`src/rtl/strobe_align_ctrl.sv`:
```
module strobe_align_ctrl #(
  parameter int TAP_W  = 7,
  parameter int WAIT_W = 8
) (
  input  logic              clk,
  input  logic              rst_n,
  input  logic              start,
  input  logic [WAIT_W-1:0] enable_wait,
  input  logic [WAIT_W-1:0] sample_wait,
  output logic              mode_req,
  input  logic              mode_ack,
  output logic              lvl_en,
  output logic              term_lvl,
  output logic              pulse,
  input  logic              fb,
  output logic [TAP_W-1:0]  tap,
  output logic              done,
  output logic              error
);

  localparam logic [TAP_W-1:0] MAX_TAP = {TAP_W{1'b1}};

  typedef enum logic [3:0] {
    S_IDLE, S_ON, S_EWAIT, S_PULSE, S_SWAIT, S_SAMP, S_DEC, S_OFF, S_DONE
  } st_t;

  st_t               st;
  logic [WAIT_W-1:0] cnt;
  logic [1:0]        sidx;
  logic [2:0]        smp;
  logic              seen_lo;
  logic [TAP_W-1:0]  tap_q;
  logic              err_q;
  logic              maj;

  assign maj      = (smp[0] & smp[1]) | (smp[0] & smp[2]) | (smp[1] & smp[2]);
  assign lvl_en   = (st == S_ON) || (st == S_EWAIT) || (st == S_PULSE) ||
                    (st == S_SWAIT) || (st == S_SAMP) || (st == S_DEC);
  assign term_lvl = lvl_en;
  assign mode_req = (st == S_ON) || (st == S_OFF);
  assign pulse    = (st == S_PULSE);
  assign done     = (st == S_DONE);
  assign tap      = tap_q;
  assign error    = err_q;

  always_ff @(posedge clk) begin
    if (!rst_n) begin
      st      <= S_IDLE;
      cnt     <= '0;
      sidx    <= '0;
      smp     <= '0;
      seen_lo <= 1'b0;
      tap_q   <= '0;
      err_q   <= 1'b0;
    end else begin
      case (st)
        S_IDLE: if (start) begin
          tap_q   <= '0;
          err_q   <= 1'b0;
          seen_lo <= 1'b0;
          st      <= S_ON;
        end
        S_ON: if (mode_ack) begin
          cnt <= enable_wait;
          st  <= S_EWAIT;
        end
        S_EWAIT: begin
          if (cnt == '0) st <= S_PULSE;
          else           cnt <= cnt - 1'b1;
        end
        S_PULSE: begin
          cnt <= sample_wait;
          st  <= S_SWAIT;
        end
        S_SWAIT: begin
          if (cnt == '0) begin
            sidx <= '0;
            st   <= S_SAMP;
          end else begin
            cnt <= cnt - 1'b1;
          end
        end
        S_SAMP: begin
          smp  <= {smp[1:0], fb};
          sidx <= sidx + 1'b1;
          if (sidx == 2'd2) st <= S_DEC;
        end
        S_DEC: begin
          if (seen_lo && maj) begin
            st <= S_OFF;
          end else begin
            if (!maj) seen_lo <= 1'b1;
            if (tap_q == MAX_TAP) begin
              err_q <= 1'b1;
              tap_q <= '0;
              st    <= S_OFF;
            end else begin
              tap_q <= tap_q + 1'b1;
              st    <= S_PULSE;
            end
          end
        end
        S_OFF:  if (mode_ack) st <= S_DONE;
        S_DONE: st <= S_IDLE;
        default: st <= S_IDLE;
      endcase
    end
  end

  p_pulse_in_lvl_r2: assert property (@(posedge clk) disable iff (!rst_n)
    pulse |-> (lvl_en && term_lvl));

  p_pulse_single_r4: assert property (@(posedge clk) disable iff (!rst_n)
    pulse |=> !pulse);

  p_tap_step_r6: assert property (@(posedge clk) disable iff (!rst_n)
    (lvl_en && $past(lvl_en)) |-> (tap == $past(tap) || tap == TAP_W'($past(tap) + 1'b1)));

  p_err_tap_zero_r8: assert property (@(posedge clk) disable iff (!rst_n)
    (done && error) |-> (tap == '0));

  p_done_lvl_off_r9: assert property (@(posedge clk) disable iff (!rst_n)
    done |-> (!lvl_en && !term_lvl));

  p_done_single_r9: assert property (@(posedge clk) disable iff (!rst_n)
    done |=> !done);

  p_hold_idle_r10: assert property (@(posedge clk) disable iff (!rst_n)
    (st == S_IDLE && !start) |=> ($stable(tap) && $stable(error)));

endmodule

```
`config.mk`:
```
export PLATFORM = sky130hd
export DESIGN_NAME = strobe_align_ctrl
export DESIGN_NICKNAME = d
export VERILOG_FILES = /design/src/rtl/strobe_align_ctrl.sv
export SDC_FILE = /design/constraint.sdc
export NUM_CORES = 1
export LEC_CHECK = 0
export ABC_AREA = 0
export ABC_CLOCK_PERIOD_IN_PS = 1980
export BUFFER_PORTS_ARGS = -buffer_cell sky130_fd_sc_hd__buf_2
export CORE_UTILIZATION = 54
export CTS_BUF_LIST = sky130_fd_sc_hd__clkbuf_16
export DETAILED_ROUTE_END_ITERATION = 7
export PLACE_DENSITY = 0.78
export SYNTH_ARGS = -nofsm -noshare
export SYNTH_HDL_FRONTEND = slang
export SYNTH_SLANG_ARGS = --single-unit
```
`constraint.sdc`:
```
create_clock -name clk -period 1.98 [get_ports clk]
set_input_delay 0.594 -clock clk [delete_from_list [all_inputs] [get_ports clk]]
set_output_delay 0.594 -clock clk [all_outputs]
set_load 0.1 [all_outputs]
```
== Yosys cells after proc, flatten, opt, wreduce, memory -nomap -nowiden ==
Cells that the tools add are included.
Operators by class
  equality and inequality tests: 20
  bitwise gates (word level): 5
  muxes and demuxes: 25
  reductions and logical operators: 19
  add/sub/neg operators: 3
Operators with widths (number)
  case mux 4 bit (8 select lines): 1
  2-to-1 mux 4 bit: 6
  case mux 8 bit (3 select lines): 1
  2-to-1 mux 7 bit: 3
  equality test 4 x 3 -> 1 bit (second input constant): 4
  2-to-1 mux 8 bit: 2
  case mux 7 bit (2 select lines): 1
  inequality test 2 bit (second input constant): 6
  equality test 4 x 2 -> 1 bit (second input constant): 2
  zero test 8 bit: 1
  inequality test 2 x 1 -> 1 bit (second input constant): 4
  AND reduction 4 bit: 2
  subtractor 8 x 1 -> 8 bit (second input constant): 1
  adder 7 x 1 -> 7 bit (second input constant): 1
  equality test 7 bit (second input constant): 1
  logical OR 1 bit: 6
  2-to-1 mux 3 bit: 2
  AND reduction 3 bit: 2
  AND reduction 6 bit: 1
  2-to-1 mux 1 bit: 5
  equality test 4 x 1 -> 1 bit (second input constant): 1
  equality test 4 bit (second input constant): 1
  zero test 4 bit: 1
  case mux 1 bit (2 select lines): 2
  11 further kinds: 15
Word-level totals
  register bits after elaboration: 26
  logic and storage cells: 79
  output and inout bits: 13
  input port bits: 21

== Logic depth before layout (Yosys ltp) ==
Gate-level depths: netlist of run 1.
  word-level depth: 6
  depth in mapped cells: 7
  depth with buffers taken out: 6

== Worst setup path after synthesis of run 1 ==
No wires, ideal clock.
  kind: register to output
  start: register st[0]
  end: output port mode_req
  data required time: 1.386 ns
  cell stages (with the launch flop): 4
  slack: -1.495 ns
  data arrival time: 2.881 ns
  cells stage by stage: dfxtp_1 > clkbuf_1 > inv_1 > nor3_1
On the way
  cells in the longest elaborated chain, start to end: 2
Ends and longest elaborated chain
  start: declaration: line 27  | st_t st;
  start signal: assignment: line 48  | st <= S_IDLE;
  start signal: assignment: line 61  | st <= S_ON;
  start signal: assignment: line 65  | st <= S_EWAIT;
  equality test 4 x 1 -> 1 bit or equality test 4 x 3 -> 1 bit (tied branches): line 40  | assign mode_req = (st == S_ON) || (st == S_OFF);
  logical OR 1 bit *: line 40
  end: declaration: line 10  | output logic mode_req,
Mark *: on every way between the ends. The rest lies on a longest branch, timed or not.

== Worst setup path after layout of run 1 ==
  start: register st[0]
  end: output port pulse
On the way
  cells in the longest elaborated chain, start to end: 1
Ends and longest elaborated chain
  equality test 4 x 2 -> 1 bit: line 41  | assign pulse = (st == S_PULSE);
  end: declaration: line 14  | output logic pulse,
Every way passes these cells.

==> flow_metrics.py, run 1 <==
metrics = {
    "route": {
        "wl_mm": 4.50,
        "drt_iter0_markers": 137,
        "via_per_inst": 6.64,
        "firstDrtPassIters": 7,
        "vias": 1753,
        "drc": 2,
        "ant_nets": 0,
        "routedWlPerCell_um": 17.1,
    },
    "synth": {
        "synth_fp_nets": 222,
        "yosysUniqueCellTypes": 57,
        "ys_seq_area_frac": 0.307,
        "ys.warnings.count": 0,
        "syn_area_per_cell_um2": 8.59,
        "ys_seq_elements": 26,
        "async_flop_share": 0,
        "synth_ff_type": "dfxtp_1",
        "synth_edf_count": 0,
        "synthCells": 197,
        "netlist_area_um2": 1690,
    },
    "placed_design": {
        "pre_cts_slack_ns": 0.219,
        "io_buffer_count": 33,
        "dpl.hpwl_mm": 3.25,
        "globalplace.congestion": 0.862,
    },
    "critical_path": {
        "endpoint_kind": "primary output",
        "worstSetupPathType": "reg -> out",
        "path_cells": "nor4bb_1 > buf_4 > buf_12",
        "crit_slowest_cell": "dfxtp_2",
        "cp_data_required_time_ns": 1.39,
        "cp.arrival_ns": 1.32,
        "start_kind": "flop",
        "crit_fanout": 8,
        "cpPeakStageDelay_ns": 0.39,
    },
    "cells_and_area": {
        "diodes": 0,
        "fillers": 215,
        "syn_to_final_growth_pct": 24.7,
        "layout_common_cells": "buf_2 (28), dfxtp_1 (20), buf_4 (15)",
        "multiInputGateArea_um2": 1080,
        "seq_area_um2": 528,
        "final_common_cell": "buf_2",
        "utilization": 0.740,
        "finish.net_count": 259,
        "drive_gt1_frac": 0.318,
    },
    "floorplanning": {
        "rows": 19,
        "die_x_um": 58.0,
        "ios": 34,
        "die_h_um": 58.0,
        "die-area_um2": 3360,
        "core-area_um2": 2850,
        "start_util": 0.593,
    },
    "sta": {
        "fin_crit_sh": 0.966,
        "skew_ns": 0.00122,
        "worst_pin_slew_ns": 0.482,
        "min_period_ns": 1.91,
        "rsz0062_at_grt": "no",
        "setup_viol": 0,
        "whs_ns": 0.491,
        "hold_viol": 0,
        "fmax_mhz": 523,
        "setup_ws_ns": 0.0678,
        "drv_slew": 0,
        "relSlewSlack": 0.678,
    },
    "cts": {
        "cts_sinks": 26,
        "htree_levels": 1,
        "cts_hold_buf": 0,
        "cts_tree": "built",
        "clkTransAtPathRegs_ns": 0.07,
        "clk_path_buf_depth": 2,
        "cts_buffers": 3,
        "cts_root_buf": "clkbuf_16",
        "insertion_delay_ns": 0.26,
    },
    "global_route": {
        "grt_start_max_net_pins": 16,
        "overflow": 0,
        "antenna_found_initial": 0,
        "first_global_vias": 1709,
        "grt_pass1_wl_mm": 7.53,
        "grt_use_total": 0.286,
    },
    "pwr": {
        "power.density_nw_per_um2": 1460,
        "vdd_ir_drop_max_v": 0.000626,
        "leakagePower_nw": 0.823,
    },
    "status": {
        "violations": "design-rule violations",
        "status": "finished, violations left",
    },
    "hold_path": {
        "hp-class": "reg -> reg",
    },
    "flow_run": {
        "maxCapViolations": 0,
    },
}
[final timing paths]
path	startpoint	to	slack [ns]	depth (start not counted)
worst min register to register	sidx[1]$_SDFFE_PN0P_	sidx[1]$_SDFFE_PN0P_	0.49	2
worst max register to register	st[2]$_SDFFE_PN0P_	tap[5]$_SDFFE_PN0P_	0.26	5
worst min-delay path	sidx[1]$_SDFFE_PN0P_	sidx[1]$_SDFFE_PN0P_	0.49	2
worst max-delay path	st[0]$_SDFFE_PN0P_	pulse	0.07	3
[layer usage]
metal  track usage  wire length, um  vias to the layer above
li1              -                -                      836
met1         0.330             1890                      841
met2         0.517             2340                       63
met3        0.0402              196                       13
met4         0.136               82                        0
met5             0                0                        -
[worst max-delay path: cells and delay by family (launching register included)]
| family | cells | cell delay (ns) |
|---|---|---|
| flops | 1 | 0.39 |
| buf+inv | 2 | 0.34 |
| simple gates | 1 | 0.32 |
[timing repair]
action / 4_1_cts / 5_1_grt
resized for setup: 4 / 1
endpoints found under the hold margin: 0 / 0
endpoints found under the setup margin: 4 / 1
buffers inserted: 1 / 0
[kinds of logic (layout without fill, tap and decap cells)]
| logic type | Yosys count | after routing | share of synthesized area |
|---|---|---|---|
| adder cells (fa/ha/maj) | 5 | 5 | 0.0362 |
| AND/OR/NAND/NOR | 72 | 72 | 0.259 |
| buffers and inverters | 25 | 61 | 0.0739 |
| multiplexers | 4 | 4 | 0.0237 |
| flip-flops | 26 | 26 | 0.307 |
| AO/OA/AOI/OAI | 63 | 63 | 0.285 |
| XOR/XNOR | 2 | 2 | 0.0148 |
[cells in the mapped netlist, drive strengths merged, types with 3 or more instances]
library cell	n	share of area
o211ai	5	0.022
nand3	9	0.027
a21oi	13	0.038
inv	9	0.020
nand2b	6	0.022
buf	10	0.041
dfxtp	26	0.31
mux2i	4	0.024
a211o	6	0.031
clkbuf	6	0.013
a211oi	4	0.018
a221o	3	0.018
a21o	3	0.013
ha	4	0.030
nor2	13	0.029
a32o	5	0.030
nor3	4	0.012
or2	3	0.013
or3	3	0.011
and3	3	0.014
nand2	10	0.022
nor4	7	0.033
a222oi	3	0.018
o21ai	5	0.015
[flip-flops by register name, summed over array words and instances (netlist names)]
register / flops
sidx: 2
st: 4
smp: 3
seen_lo: 1
tap: 7
error: 1
cnt: 8
[power breakdown]
group,leakage (nW),switching (mW),total [mW],internal (mW)
sequential,0.214,0.110,0.723,0.613
combinational,0.571,1.14,1.90,0.755
clock,0.0385,0.186,0.457,0.271
total,0.823,1.44,3.08,1.64
[per-stage QoR]
stage	setup TNS [ns]	total power [mW]	instances	cell area, um^2
detailed placement	0	2.57	259	2020
global route	0	3.24	264	2110
floorplan	-0.224	2.13	197	1760
CTS	0	3.04	264	2110
global placement	0	2.51	259	2020
finish	0	3.08	264	2110
[final cells by class]
type,count,area share
sequential,26,0.250
timing repair buffer,48,0.167
inverter,9,0.0160
multi-input combinational,146,0.511
clock inverter,1,0.00178
clock buffer,3,0.0356
tap,31,0.0184
Note: power is estimated with default switching activity, not from simulation.
==> run 2: changes to the inputs <==
--- a/config.mk
+++ b/config.mk
@@ -6,12 +6,12 @@
 export NUM_CORES = 1
 export LEC_CHECK = 0
 export ABC_AREA = 0
-export ABC_CLOCK_PERIOD_IN_PS = 1980
+export ABC_CLOCK_PERIOD_IN_PS = 2400
 export BUFFER_PORTS_ARGS = -buffer_cell sky130_fd_sc_hd__buf_2
-export CORE_UTILIZATION = 54
+export CORE_UTILIZATION = 55
 export CTS_BUF_LIST = sky130_fd_sc_hd__clkbuf_16
 export DETAILED_ROUTE_END_ITERATION = 7
-export PLACE_DENSITY = 0.78
+export PLACE_DENSITY = 0.79
 export SYNTH_ARGS = -nofsm -noshare
 export SYNTH_HDL_FRONTEND = slang
 export SYNTH_SLANG_ARGS = --single-unit
==> constraint.sdc (replaced) <==
create_clock -name clk -period 2.4 [get_ports clk]
set_input_delay 0.72 -clock clk [delete_from_list [all_inputs] [get_ports clk]]
set_output_delay 0.72 -clock clk [all_outputs]
set_load 0.1 [all_outputs]
==> run 2 against run 1 <==
Compared with the run above:
- the flow still finishes with violations (design-rule violations)
- sequential cell count stayed put
- die area is 1.8% lower
- via count is 3.1% lower
- routed wire length is 7.2% lower
- hold slack better by 0.0049 ns
- combinational power is 24% lower
- highest routed layer unchanged
- non-clock buffer count is 10 lower
==> flow_metrics.py, run 2 (synthesis gave the netlist of run 1 again) <==
metrics = {
    "global_route": {
        "grt_start_max_net_pins": 18,
        "grt_busiest_layer": "met2",
        "grt_pass1_wl_mm": 7.16,
        "grtUsageMet2": 0.470,
        "grt_use_total": 0.271,
        "met1_usage": 0.354,
        "overflow": 0,
        "grt_use_met3": 0.0249,
        "first_global_vias": 1575,
        "antenna_found_initial": 0,
    },
    "placed_design": {
        "dpl_cell_area_um2": 1940,
        "dpl.hpwl_mm": 3.04,
        "globalplace.congestion": 0.914,
        "io_buffer_count": 33,
    },
    "route": {
        "routedWlPerCell_um": 16.5,
        "firstDrtPassIters": 7,
        "via_per_inst": 6.69,
        "ant_nets": 0,
        "drc": 3,
        "drt_iter0_markers": 110,
        "vias": 1699,
        "wl_mm": 4.18,
    },
    "flow_run": {
        "maxCapViolations": 0,
    },
    "floorplanning": {
        "core-area_um2": 2830,
        "start_util": 0.598,
        "die_h_um": 57.5,
        "ios": 34,
        "rows": 19,
        "die-area_um2": 3300,
        "die_x_um": 57.5,
    },
    "cells_and_area": {
        "largest_reg_flops": 8,
        "finish.net_count": 249,
        "design_area_um2": 2020,
        "final_common_cell": "buf_2",
        "layout_common_cells": "buf_2 (28), dfxtp_1 (23), a21oi_1 (13)",
        "syn_to_final_growth_pct": 19.3,
        "fillers": 215,
        "drive_gt1_frac": 0.256,
        "max_flop_register": "cnt",
        "diodes": 0,
    },
    "sta": {
        "drv_slew": 0,
        "min_period_ns": 2.23,
        "fmax_mhz": 449,
        "worst_pin_slew_ns": 0.610,
        "setup_tns_ns": 0,
        "setup_viol": 0,
        "rsz0062_at_grt": "no",
        "relSlewSlack": 0.590,
        "hold_viol": 0,
        "skew_ns": 0.00252,
        "fin_crit_sh": 0.928,
    },
    "cts": {
        "cts_root_buf": "clkbuf_16",
        "clkTransAtPathRegs_ns": 0.06,
        "clk_path_buf_depth": 2,
        "cts_tree": "built",
        "cts_setup_buffers": 0,
        "cts_sinks": 26,
        "htree_levels": 1,
        "cts_hold_buf": 0,
        "insertion_delay_ns": 0.26,
        "cts_buffers": 3,
    },
    "critical_path": {
        "crit_cells": 4,
        "crit_fanout": 17,
        "crit_slowest_cell": "dfxtp_2",
        "path_cells": "or2_4 > o21ai_0 > nor2_4 > buf_12",
        "endpoint_kind": "primary output",
        "cp.arrival_ns": 1.51,
        "setup.worst_path.start": "st[1]$_SDFFE_PN0P_",
        "critPathBufInv": 1,
        "r2r-start": "st[3]$_SDFFE_PN0P_",
        "cpPeakStageDelay_ns": 0.41,
        "cp_data_required_time_ns": 1.68,
        "worstSetupPathType": "reg -> out",
        "ff2ff_path_depth": 4,
        "start_kind": "flop",
        "cp_top_family": "flip-flops",
    },
    "pwr": {
        "power.density_nw_per_um2": 1210,
        "p_total_mw": 2.45,
        "vdd_ir_drop_max_v": 0.000494,
        "leakagePower_nw": 0.769,
    },
    "status": {
        "violations": "design-rule violations",
        "status": "finished, violations left",
    },
    "hold_path": {
        "hp-class": "reg -> reg",
        "min-delay-start": "sidx[0]$_SDFFE_PN0P_",
        "min_path_cells": 2,
    },
}
run 2: final timing paths:
| path | slack, ns | end |
|---|---|---|
| worst min-delay path | 0.50 | sidx[0]$_SDFFE_PN0P_ |
| worst min register to register | 0.50 | sidx[0]$_SDFFE_PN0P_ |
| worst max register to register | 0.49 | tap[5]$_SDFFE_PN0P_ |
| worst max-delay path | 0.17 | term_lvl |
run 2: final cells by class:
type | count | area [um^2] | area share
inverters | 9 | 33.8 | 0.0167
clock buffers | 3 | 75.1 | 0.0372
repair buffers | 38 | 278 | 0.138
multi-input cells | 146 | 1070 | 0.528
well taps | 31 | 38.8 | 0.0192
flip-flops and latches | 26 | 524 | 0.260
clock inverters | 1 | 3.75 | 0.00186
run 2: through the flow:
stage | std cells | setup slack, ns | util | hold slack [ns]
4_1_cts | 254 | 0.0482 | 0.713 | 0.498
2_1_floorplan | 197 | 0.0203 | - | 0.452
3_3_place_gp | 250 | 0.314 | 0.685 | 0.464
5_1_grt | 254 | 0.0186 | 0.714 | 0.526
6_report | 254 | 0.172 | 0.714 | 0.496
3_5_place_dp | 250 | 0.263 | 0.685 | 0.481
run 2: worst min-delay path, stage by stage, from the launching register on:
cell     delay, ns
dfxtp_1       0.31
nor2_1        0.09
nor3_1        0.05
run 2: metal layers:
metal  up-vias  share of wire
li1        811              -
met1       803           0.43
met2        75           0.50
met3        10          0.058
met4         0          0.016
met5         -              0
run 2: repair_timing:
item | CTS | global route
resized for setup | 1 | 2
setup endpoints to repair | 2 | 4
endpoints found under the hold margin | 0 | 0
run 2: where the power goes:
group / switching [mW] / internal (mW) / total, mW / leakage [nW]
clock network: 0.146 / 0.223 / 0.369 / 0.0385
logic: 0.885 / 0.568 / 1.45 / 0.519
registers: 0.121 / 0.504 / 0.626 / 0.212
